**src/rtl/sdram_cke_pkg.sv**
```systemverilog
// Package: shared mode type for the CKE low-power controller.
// Assumes: nothing beyond a 2-bit encoding being sufficient.
package sdram_cke_pkg;

    typedef enum logic [1:0] {
        CKE_RUN   = 2'd0,   // clock enabled, commands allowed
        CKE_PDOWN = 2'd1,   // CKE low with all banks idle
        CKE_SUSP  = 2'd2,   // CKE low with a bank open or burst running
        CKE_WAKE  = 2'd3    // CKE high again, commands still blocked
    } cke_mode_e;

endpackage

```
**src/rtl/cke_entry_arb.sv**
```systemverilog
// Module: cke_entry_arb
// Decides, from the running mode, whether CKE should fall and which of the
// two low modes that means. Power-down wins over suspend, a due refresh
// blocks power-down, and suspend is only meaningful with a bank open.
// Assumes: inputs are synchronous levels sampled by the caller.
module cke_entry_arb (
    input  logic all_banks_idle,
    input  logic low_power_req,
    input  logic suspend_req,
    input  logic refresh_due,
    output logic go_pdown,
    output logic go_susp
);

    // Purpose: pick the low mode to enter, if any.
    always_comb begin
        go_pdown = low_power_req && all_banks_idle && !refresh_due;
        go_susp  = suspend_req && !all_banks_idle && !go_pdown;
    end

endmodule

```
**src/rtl/cke_exit_detect.sv**
```systemverilog
// Module: cke_exit_detect
// Reports when the current low mode has to end: power-down ends when its
// request drops or a refresh falls due, suspend ends when its request drops.
// Assumes: refresh_due is a level held until the refresh completes.
module cke_exit_detect
    import sdram_cke_pkg::*;
(
    input  cke_mode_e mode,
    input  logic      low_power_req,
    input  logic      suspend_req,
    input  logic      refresh_due,
    output logic      leave_low
);

    // Purpose: exit condition for whichever low mode is active.
    always_comb begin
        unique case (mode)
            CKE_PDOWN: leave_low = refresh_due || !low_power_req;
            CKE_SUSP:  leave_low = !suspend_req;
            default:   leave_low = 1'b0;
        endcase
    end

endmodule

```
**src/rtl/cke_wake_timer.sv**
```systemverilog
// Module: cke_wake_timer
// Counts the cycles of the wake window after CKE rises. A start pulse
// loads the count. last is high in the final cycle of the window.
// Assumes: WAKE_CYCLES >= 1 and start is only pulsed when a window begins.
module cke_wake_timer #(
    parameter int WAKE_CYCLES = 1
) (
    input  logic clk,
    input  logic rst_n,
    input  logic start,
    output logic last
);

    localparam int CW = (WAKE_CYCLES > 1) ? $clog2(WAKE_CYCLES) : 1;
    localparam logic [CW-1:0] LOAD = CW'(WAKE_CYCLES - 1);

    logic [CW-1:0] cnt_q;

    // Purpose: load on start, count down to zero otherwise.
    always_ff @(posedge clk) begin
        if (!rst_n) begin
            cnt_q <= '0;
        end else if (start) begin
            cnt_q <= LOAD;
        end else if (cnt_q != '0) begin
            cnt_q <= cnt_q - 1'b1;
        end
    end

    // Purpose: flag the final cycle of the window.
    always_comb last = (cnt_q == '0);


    wake_load_chk: assert property (@(posedge clk) disable iff (!rst_n)
        start |=> (cnt_q == LOAD));

endmodule

```
**src/rtl/sdram_cke_ctrl.sv**
```systemverilog
// Module: sdram_cke_ctrl (top)
// Drives SDRAM CKE and the command-enable strobe. Chooses power-down
// (banks idle) or clock suspend (bank open) for a low CKE, leaves
// power-down by itself when a refresh falls due, and blocks commands for
// WAKE_CYCLES cycles once CKE is high again.
// Assumes: synchronous inputs; the sequencer sends NOP while cmd_en is 0.
module sdram_cke_ctrl
    import sdram_cke_pkg::*;
#(
    parameter int WAKE_CYCLES = 1
) (
    input  logic clk,
    input  logic rst_n,
    input  logic all_banks_idle,
    input  logic low_power_req,
    input  logic suspend_req,
    input  logic refresh_due,
    output logic cke,
    output logic cmd_en
);

    cke_mode_e mode_q, mode_d;
    logic      go_pdown, go_susp, leave_low, wake_last, wake_start;
    logic      cke_q, cmd_en_q;

    cke_entry_arb u_entry (
        .all_banks_idle (all_banks_idle),
        .low_power_req  (low_power_req),
        .suspend_req    (suspend_req),
        .refresh_due    (refresh_due),
        .go_pdown       (go_pdown),
        .go_susp        (go_susp)
    );

    cke_exit_detect u_exit (
        .mode          (mode_q),
        .low_power_req (low_power_req),
        .suspend_req   (suspend_req),
        .refresh_due   (refresh_due),
        .leave_low     (leave_low)
    );

    cke_wake_timer #(.WAKE_CYCLES(WAKE_CYCLES)) u_wake (
        .clk   (clk),
        .rst_n (rst_n),
        .start (wake_start),
        .last  (wake_last)
    );

    // Purpose: next mode from the current mode and the decisions above.
    always_comb begin
        mode_d = mode_q;
        unique case (mode_q)
            CKE_RUN: begin
                if (go_pdown)     mode_d = CKE_PDOWN;
                else if (go_susp) mode_d = CKE_SUSP;
            end
            CKE_PDOWN, CKE_SUSP: begin
                if (leave_low)    mode_d = CKE_WAKE;
            end
            CKE_WAKE: begin
                if (wake_last)    mode_d = CKE_RUN;
            end
            default:              mode_d = CKE_RUN;
        endcase
    end

    // Purpose: start the wake window on the edge that raises CKE.
    always_comb wake_start = (mode_q != CKE_WAKE) && (mode_d == CKE_WAKE);

    // Purpose: mode register plus registered pin drives.
    always_ff @(posedge clk) begin
        if (!rst_n) begin
            mode_q   <= CKE_RUN;
            cke_q    <= 1'b1;
            cmd_en_q <= 1'b1;
        end else begin
            mode_q   <= mode_d;
            cke_q    <= (mode_d == CKE_RUN) || (mode_d == CKE_WAKE);
            cmd_en_q <= (mode_d == CKE_RUN);
        end
    end

    assign cke    = cke_q;
    assign cmd_en = cmd_en_q;


    cke_low_nop_chk: assert property (@(posedge clk) disable iff (!rst_n)
        !cke |-> !cmd_en);


    rise_block_chk: assert property (@(posedge clk) disable iff (!rst_n)
        $rose(cke) |-> !cmd_en);


    pd_entry_idle_chk: assert property (@(posedge clk) disable iff (!rst_n)
        (mode_q == CKE_PDOWN && $past(mode_q) == CKE_RUN)
            |-> ($past(all_banks_idle) && !$past(refresh_due)));


    susp_entry_open_chk: assert property (@(posedge clk) disable iff (!rst_n)
        (mode_q == CKE_SUSP && $past(mode_q) == CKE_RUN)
            |-> !$past(all_banks_idle));


    pd_refresh_exit_chk: assert property (@(posedge clk) disable iff (!rst_n)
        (mode_q == CKE_PDOWN && refresh_due) |=> (cke && !cmd_en));


    susp_hold_chk: assert property (@(posedge clk) disable iff (!rst_n)
        (mode_q == CKE_SUSP && suspend_req) |=> !cke);

endmodule

```
**config.mk**
```make
export PLATFORM = sky130hd
export DESIGN_NAME = sdram_cke_ctrl
export DESIGN_NICKNAME = d
export VERILOG_FILES = /design/src/rtl/sdram_cke_pkg.sv /design/src/rtl/cke_entry_arb.sv /design/src/rtl/cke_exit_detect.sv /design/src/rtl/cke_wake_timer.sv /design/src/rtl/sdram_cke_ctrl.sv
export SDC_FILE = /design/constraint.sdc
export NUM_CORES = 1
export LEC_CHECK = 0
export ABC_AREA = 1
export ABC_CLOCK_PERIOD_IN_PS = 3200
export BUFFER_PORTS_ARGS = -buffer_cell sky130_fd_sc_hd__buf_2
export CORE_AREA = 2 2 39 41
export CTS_CLUSTER_DIAMETER = 100
export DETAILED_ROUTE_END_ITERATION = 12
export DIE_AREA = 0 0 41 43
export SLEW_MARGIN = 30
export SYNTH_ARGS = -nofsm -noshare
export SYNTH_HDL_FRONTEND = slang
export SYNTH_SLANG_ARGS = --single-unit
```
**constraint.sdc**
```tcl
create_clock -name clk -period 3.2 [get_ports clk]
set_input_delay 0.32 -clock clk [delete_from_list [all_inputs] [get_ports clk]]
set_output_delay 0.32 -clock clk [all_outputs]
set_load 0.02 [all_outputs]
```
==> flow_metrics.py, run 1 <==
metrics = {
    "status": {
        "status": "complete, no violations",
    },
    "yosys": {
        "synth_top_family_by_area": "simple AND/OR/NAND/NOR gates",
        "synth-warning-count": 0,
        "synth-seq-cells": 5,
        "seq_area_frac_synth": 0.333,
        "synth.cell_area_sq_um": 300,
        "synthTopCellsByArea": "dfxtp_1 33%, ha_1 21%, nand2_1 15%",
        "synth_fa_ha_area_frac": 0.208,
        "muxShareOfSynthArea": 0,
        "yosysTopAreaCellShare": 0.333,
        "synth-xor-area-share": 0,
        "syn_area_per_cell_sq_um": 7.32,
        "yosys.area_share.simple": 0.325,
        "postSynthCellCount": 41,
        "syn_nets": 52,
        "synth_cell_types": 11,
        "synth_top_area_cell": "dfxtp_1",
        "synth_compound_area_frac": 0.0333,
    },
    "power_and_ir_drop": {
        "share_clk_of_total_power": 0.195,
        "p_leak_uw": 0.000206,
        "ir_drop_mv": 0.292,
        "pwr-share-seq": 0.291,
        "swShare": 0.416,
        "p_switching_uw": 147,
        "intPower_uw": 207,
        "power.density_nw_per_um2": 927,
        "combPwrFrac": 0.514,
    },
    "routing": {
        "drtIter0Drc": 0,
        "ant_nets": 0,
        "vias": 251,
        "firstDrtPassIters": 1,
        "routed_wl_um": 460,
        "vias_per_cell": 3.69,
        "drc": 0,
        "post_drt_wl_per_cell_um": 6.76,
    },
    "worst_hold_path": {
        "whs_path_depth": 2,
        "hp-start": "rst_n",
        "hold_end": "cke",
        "hold_path.class": "primary input to flip-flop",
    },
    "sta": {
        "fin_crit_ps": 1600,
        "timing.final.hold_violations": 0,
        "finalSetupTns_ps": 0,
        "fin_ws_ps": 1600,
        "rsz0062_at_grt": "false",
        "post-route-period-util": 0.499,
        "setup_viol": 0,
        "worst_clock_skew_ps": 0.793,
        "max_clock_freq_mhz": 626,
        "slew_viol_final": 0,
    },
    "clock_tree": {
        "hold_buffers": 0,
        "h-tree-depth": 1,
        "clk_latency_ps": 230,
        "clockBufferDepth": 2,
        "cts-buffers-inserted": 3,
        "cts.sinks": 5,
        "cts_tree": "built",
        "clkTransAtPathRegs_ps": 40,
        "cts-resized-gates": 0,
        "cts_setup_buffers": 0,
        "clock-root-buffer": "clkbuf_4",
    },
    "finish": {
        "syn_to_final_growth_pct": 27.1,
        "n_fill_cell": 163,
        "final_nets": 64,
        "layout-drive-gt1-share": 0.308,
        "final_common_cell": "nand2_1",
        "final_cell_mix": "12 x nand2_1, 7 x buf_2, 6 x inv_1",
        "antenna_cells": 0,
        "final-seq-area_sq_um": 100,
        "multi_input_area_sq_um": 174,
    },
    "setup_path": {
        "path_class": "flip-flop to flip-flop",
        "reg2reg_from": "mode_q[0]",
        "path_max_fanout": 5,
        "worstPathArrival_ps": 1720,
        "worst_setup_path_end_kind": "flip-flop",
        "worst_setup_path_start_kind": "flip-flop",
        "required_ps": 3320,
        "max_stage_delay_ps": 400,
        "reg2reg_depth": 9,
        "cp_cell_sequence": "inv_1 > ha_1 > inv_1 > nand2_1 > a21oi_1 > nand2_1 > nand2_2 > ha_1 > or2_1",
        "r2r_slack_ps": 1600,
        "cpMaxStageDelayCell": "dfxtp_1",
        "timing.rr.end": "cmd_en",
    },
    "placed_design": {
        "io_buffers": 7,
        "hpwlAfterDp_um": 404,
        "post-place-ws_ps": 1590,
        "gp_congestion": 0.664,
    },
    "global_routing": {
        "grt_pass1_wl_um": 772,
        "antenna_found_initial": 0,
        "overflow": 0,
        "grt_max_degree": 6,
        "grtUsageTotal": 0.0673,
        "grt_pass1_vias": 229,
    },
    "floorplanning": {
        "rows": 14,
        "fp.dieArea_sq_um": 1760,
        "die_w_um": 41,
        "start_util": 0.217,
        "core_area_sq_um": 1380,
        "pin_count": 8,
        "fp.dieH_um": 43,
    },
    "run": {
        "cap_violations": 0,
    },
}
==> registers in the layout (all words and copies together), names as in the netlist <==
name / flops
mode_q: 2
u_wake.cnt_q: 1
cmd_en: 1
cke: 1
==> power by group through the flow <==
stage / Sequential (uW) / Combinational [uW] / Clock, uW
2_1_floorplan: 115 / 135 / 0
3_3_place_gp: 104 / 179 / 0
4_1_cts: 103 / 186 / 73.3
5_1_grt: 106 / 218 / 75.2
6_report: 103 / 182 / 69.0
3_5_place_dp: 105 / 185 / 0
==> kinds of logic after synthesis <==
kind of cell    count (synthesis)
buf+inv                         7
simple gates                   21
other cells                     1
compound gates                  2
flops                           5
fa+ha+maj                       5
==> critical path: cells and delay by family, from the launching register on <==
family / cells / cell delay, ps
buffers and inverters: 2 / 120
AND/OR/NAND/NOR: 4 / 430
flip-flops: 1 / 400
AO/OA/AOI/OAI: 1 / 60
adder cells (fa/ha/maj): 2 / 470
==> layout make-up <==
type,instances,area share
timing repair buffer,7,0.0918
clock buffer,4,0.0689
tap,16,0.0525
inverter,7,0.0689
sequential,5,0.262
multi-input combinational,29,0.456
==> cell usage after synthesis, drive strengths merged <==
cell and instances:
a21oi 2, conb 1, dfxtp 5, ha 5, inv 7, nand2 15, nand3 3, nor2 2
or2 1
==> metal layers <==
layer	vias up	share of wire	GRT usage
met1	101	0.48	0.0804
met4	0	0	0.0600
li1	144	-	-
met3	0	0.067	0.0157
met2	6	0.45	0.0938
met5	-	0	0
==> worst max path at each step <==
| stage | from | end | slack (ps) | depth (start not counted) |
|---|---|---|---|---|
| 2_1_floorplan | mode_q[0] | cmd_en | 1700 | 9 |
| 3_3_place_gp | mode_q[0] | cmd_en | 1620 | 9 |
| 3_5_place_dp | mode_q[0] | cmd_en | 1590 | 9 |
| 4_1_cts | mode_q[0] | cmd_en | 1580 | 9 |
| 5_1_grt | mode_q[0] | cmd_en | 1420 | 9 |
| 6_report | mode_q[0] | cmd_en | 1600 | 9 |
==> per-stage QoR <==
stage | cells | total power, uW | instance area, sq um | utilization | hold slack (ps)
5_1_grt | 68 | 399 | 382 | 0.276 | 281
4_1_cts | 68 | 362 | 382 | 0.276 | 263
3_3_place_gp | 64 | 283 | 355 | 0.257 | 518
3_5_place_dp | 64 | 290 | 355 | 0.257 | 516
6_report | 68 | 354 | 382 | 0.276 | 270
2_1_floorplan | 41 | 250 | 300 | - | 389
(Power assumes the default switching activity.)
==> run 2: changes to the inputs <==
--- a/config.mk
+++ b/config.mk
@@ -6,7 +6,7 @@
 export NUM_CORES = 1
 export LEC_CHECK = 0
 export ABC_AREA = 1
-export ABC_CLOCK_PERIOD_IN_PS = 3200
+export ABC_CLOCK_PERIOD_IN_PS = 1400
 export BUFFER_PORTS_ARGS = -buffer_cell sky130_fd_sc_hd__buf_2
 export CORE_AREA = 2 2 39 41
 export CTS_CLUSTER_DIAMETER = 100
==> constraint.sdc (replaced) <==
create_clock -name clk -period 1.4 [get_ports clk]
set_input_delay 0.14 -clock clk [delete_from_list [all_inputs] [get_ports clk]]
set_output_delay 0.14 -clock clk [all_outputs]
set_load 0.02 [all_outputs]
==> flow_metrics.py, run 2 (same netlist as run 1, synthesis figures left out) <==
metrics = {
    "routing": {
        "firstDrtPassIters": 2,
        "routed_wl_um": 662,
        "vias_per_cell": 4.05,
        "post_drt_wl_per_cell_um": 8.60,
        "vias": 312,
        "drc": 0,
        "ant_nets": 0,
        "drtIter0Drc": 2,
    },
    "floorplanning": {
        "rows": 14,
        "fp.dieH_um": 43,
        "die_w_um": 41,
        "pin_count": 8,
        "start_util": 0.217,
        "core_area_sq_um": 1380,
        "fp.dieArea_sq_um": 1760,
    },
    "global_routing": {
        "grtUsageTotal": 0.0984,
        "grt_max_degree": 5,
        "grt_pass1_wl_um": 1080,
        "antenna_found_initial": 0,
        "grt_pass1_vias": 300,
        "overflow": 0,
    },
    "setup_path": {
        "path_class": "flip-flop to flip-flop",
        "cp_num_buf_inv": 4,
        "cp_cell_sequence": "buf_4 > ha_4 > nand2_2 > nand2_2 > a21oi_2 > nand2_1 > nand2_2 > buf_4 > buf_6 > buf_4 > nor2_2",
        "worstPathArrival_ps": 1600,
        "max_stage_delay_ps": 360,
        "worstSetupStartpoint": "mode_q[1]",
        "reg2reg_from": "mode_q[1]",
        "worst_setup_path_end_kind": "flip-flop",
        "path_max_fanout": 4,
        "cpMaxStageDelayCell": "dfxtp_4",
        "required_ps": 1540,
        "worst_setup_path_start_kind": "flip-flop",
        "cp_top_family": "buffers and inverters",
    },
    "finish": {
        "final_common_cell": "nand2_1",
        "n_fill_cell": 147,
        "final_cell_mix": "9 x nand2_1, 8 x buf_4, 7 x buf_2",
        "largest_register_ff_count": 2,
        "final_nets": 73,
        "syn_to_final_growth_pct": 72.9,
        "max_flop_register": "mode_q",
        "antenna_cells": 0,
        "layout-drive-gt1-share": 0.639,
        "finalNonFillerCells": 77,
        "final_util": 0.375,
    },
    "placed_design": {
        "post-place-ws_ps": -69.2,
        "hpwlAfterDp_um": 476,
        "dp_cells": 69,
        "gp_congestion": 0.630,
        "io_buffers": 7,
    },
    "sta": {
        "fin_ws_ps": -60.6,
        "max_clock_freq_mhz": 685,
        "post-route-period-util": 1.04,
        "finalSetupTns_ps": -111,
        "fin_crit_ps": 1460,
        "setup_viol": 2,
        "timing.final.hold_violations": 0,
        "rsz0062_at_grt": "true",
        "slew_viol_final": 0,
        "worst_clock_skew_ps": 2.14,
    },
    "clock_tree": {
        "hold_buffers": 0,
        "clkTransAtPathRegs_ps": 50,
        "clk_latency_ps": 240,
        "cts_tree": "built",
        "h-tree-depth": 1,
        "clockBufferDepth": 2,
        "clock-root-buffer": "clkbuf_4",
        "cts-buffers-inserted": 3,
        "cts.sinks": 5,
    },
    "power_and_ir_drop": {
        "power.density_nw_per_um2": 2560,
        "p_leak_uw": 0.000257,
        "ir_drop_mv": 0.999,
    },
    "status": {
        "violations": "negative setup slack",
        "status": "complete, but fails checks",
    },
    "run": {
        "cap_violations": 0,
    },
    "worst_hold_path": {
        "hp-start": "rst_n",
        "hold_path.class": "primary input to flip-flop",
    },
}
==> run 2: changes by cell type in the layout (fill, tap and decap cells not counted), sizes merged <==
cell,delta
buf,+9
clkinv,+1
clkbuf,-1
==> run 2: final timing paths <==
kind                    end  slack [ps]  depth (start not counted)
setup / recovery  mode_q[0]         -60                         11
hold / removal          cke          90                          2
setup reg to reg  mode_q[0]         -60                         11
hold reg to reg         cke         870                          7
==> run 2: where the power goes <==
| part | leakage (uW) | switching, uW | internal (uW) |
|---|---|---|---|
| clock network | 0.0000177 | 64.2 | 104 |
| registers | 0.0000430 | 50.3 | 213 |
| logic | 0.000196 | 408 | 493 |
| total | 0.000257 | 523 | 809 |
==> run 2: through the flow <==
stage	instance area, sq um	hold slack [ps]	total power (uW)
6_report	519	93.8	1330
5_1_grt	519	94.5	1470
4_1_cts	459	85.1	1120
3_5_place_dp	410	338	848
3_3_place_gp	410	335	830
2_1_floorplan	318	209	618
==> run 2: timing repair <==
action,CTS,global route
pin swaps,7,1
resized for setup,3,11
setup buffers,2,2
setup endpoints to repair,2,3
==> run 2: per-layer routing <==
layer	up-vias	share of wire	GRT usage
met5	-	0	0
met4	0	0.0076	0.0800
met3	2	0.039	0.0314
met2	6	0.60	0.175
met1	140	0.35	0.0772
li1	164	-	-
==> run 2: final cells by class <==
type	instances	area, sq um	area share
timing repair buffer	16	106	0.205
multi-input combinational	29	226	0.436
sequential	5	108	0.207
inverter	7	31.3	0.0602
clock buffer	3	22.5	0.0434
clock inverter	1	5.00	0.00964
tap	16	20.0	0.0386
==> run 3: changes to the inputs <==
--- a/config.mk
+++ b/config.mk
@@ -12,6 +12,8 @@
 export CTS_CLUSTER_DIAMETER = 100
 export DETAILED_ROUTE_END_ITERATION = 12
 export DIE_AREA = 0 0 41 43
+export SKIP_CTS_REPAIR_TIMING = 1
+export SKIP_LAST_GASP = 1
 export SLEW_MARGIN = 30
 export SYNTH_ARGS = -nofsm -noshare
 export SYNTH_HDL_FRONTEND = slang
==> flow_metrics.py, run 3 (same netlist as run 1, synthesis figures left out) <==
metrics = {
    "finish": {
        "final_nets": 71,
        "final_cell_mix": "11 x nand2_1, 7 x buf_2, 7 x buf_4",
        "antenna_cells": 0,
        "syn_to_final_growth_pct": 59.2,
        "final_util": 0.345,
        "final_common_cell": "nand2_1",
        "largest_register_ff_count": 2,
        "layout-drive-gt1-share": 0.576,
        "max_flop_register": "mode_q",
        "final_area_sq_um": 478,
    },
    "power_and_ir_drop": {
        "p_leak_uw": 0.000245,
        "total_power_uw": 1190,
        "ir_drop_mv": 0.796,
        "power.density_nw_per_um2": 2500,
    },
    "floorplanning": {
        "fp.dieH_um": 43,
        "start_util": 0.217,
        "core_area_sq_um": 1380,
        "die_w_um": 41,
        "pin_count": 8,
        "fp.dieArea_sq_um": 1760,
        "rows": 14,
    },
    "global_routing": {
        "grt_pass1_vias": 276,
        "antenna_found_initial": 0,
        "grt_max_degree": 5,
        "grt_pass1_wl_um": 986,
        "overflow": 0,
        "grtUsageTotal": 0.0904,
    },
    "routing": {
        "drc": 0,
        "vias_per_cell": 3.96,
        "ant_nets": 0,
        "routed_wl_um": 613,
        "drtIter0Drc": 2,
        "post_drt_wl_per_cell_um": 8.17,
        "firstDrtPassIters": 2,
        "vias": 297,
    },
    "clock_tree": {
        "clkTransAtPathRegs_ps": 50,
        "clockBufferDepth": 2,
        "cts_tree": "built",
        "clk_latency_ps": 240,
        "cts.sinks": 5,
        "clock-root-buffer": "clkbuf_4",
        "h-tree-depth": 1,
        "cts-buffers-inserted": 3,
    },
    "worst_hold_path": {
        "whs_path_depth": 2,
        "hold_end": "cke",
        "hold_path.class": "primary input to flip-flop",
        "hp-start": "rst_n",
    },
    "sta": {
        "rsz0062_at_grt": "true",
        "fin_crit_ps": 1450,
        "timing.final.hold_violations": 0,
        "worst_clock_skew_ps": 0.885,
        "slew_viol_final": 0,
        "max_clock_freq_mhz": 691,
        "fin_ws_ps": -46.7,
        "post-route-period-util": 1.03,
        "setup_viol": 1,
    },
    "setup_path": {
        "worstPathArrival_ps": 1570,
        "timing.rr.end": "cmd_en",
        "reg2reg_from": "mode_q[1]",
        "path_class": "flip-flop to flip-flop",
        "reg2reg_depth": 9,
        "required_ps": 1530,
        "worst_setup_path_start_kind": "flip-flop",
        "worst_setup_path_end_kind": "flip-flop",
        "worstSetupStartpoint": "mode_q[1]",
        "path_max_fanout": 4,
        "r2r_slack_ps": -50,
    },
    "placed_design": {
        "gp_congestion": 0.630,
        "io_buffers": 7,
        "hpwlAfterDp_um": 476,
        "placed_area_sq_um": 410,
    },
    "status": {
        "status": "complete, but fails checks",
        "violations": "negative setup slack",
    },
    "run": {
        "cap_violations": 0,
    },
}
run 3: metrics by stage:
| stage | setup WS (ps) | hold WS [ps] | TNS [ps] | std cells |
|---|---|---|---|---|
| finish | -46.7 | 93.5 | -46.7 | 75 |
| global route | -127 | 102 | -251 | 75 |
| CTS | -78.5 | 85.1 | -107 | 73 |
| detailed placement | -69.2 | 338 | -74.7 | 69 |
| global placement | -6.65 | 335 | -6.65 | 69 |
| floorplan | 0.933 | 209 | 0 | 41 |
run 3: per-layer routing:
metal | part of all wire | wire length, um | track usage | vias to the layer above
li1 | - | - | - | 159
met1 | 0.35 | 216 | 0.0740 | 130
met2 | 0.60 | 365 | 0.153 | 6
met3 | 0.042 | 26 | 0.0314 | 2
met4 | 0.0082 | 5 | 0.0800 | 0
met5 | 0 | 0 | 0 | -
run 3: how the worst max path moves through the flow:
stage               slack (ps)  endpoint
floorplan                  0.9    cmd_en
global placement            -7    cmd_en
detailed placement         -70    cmd_en
CTS                        -80    cmd_en
global route              -130    cmd_en
finish                     -50    cmd_en
run 3: cell type report:
class / count / area [sq um]
Inverter: 7 / 28.8
Sequential cell: 5 / 105
Clock inverter: 1 / 5.00
Timing Repair Buffer: 14 / 87.6
Tap cell: 16 / 20.0
Fill cell: 155 / 906
Multi-Input combinational cell: 29 / 209
Clock buffer: 3 / 22.5
run 3: critical path, cell delays in order (launching register included):
cell and delay [ps]:
dfxtp_4 370, inv_4 40, ha_4 250, inv_2 30, nand2_2 70, a21oi_2 60, nand2_1 80, nand2_2 70
ha_4 150, or2_1 210
run 3: power by group:
part | internal, uW | switching (uW) | total [uW]
Clock | 103 | 62.6 | 166
Sequential | 208 | 39.2 | 247
Combinational | 407 | 372 | 780
Total | 718 | 474 | 1190
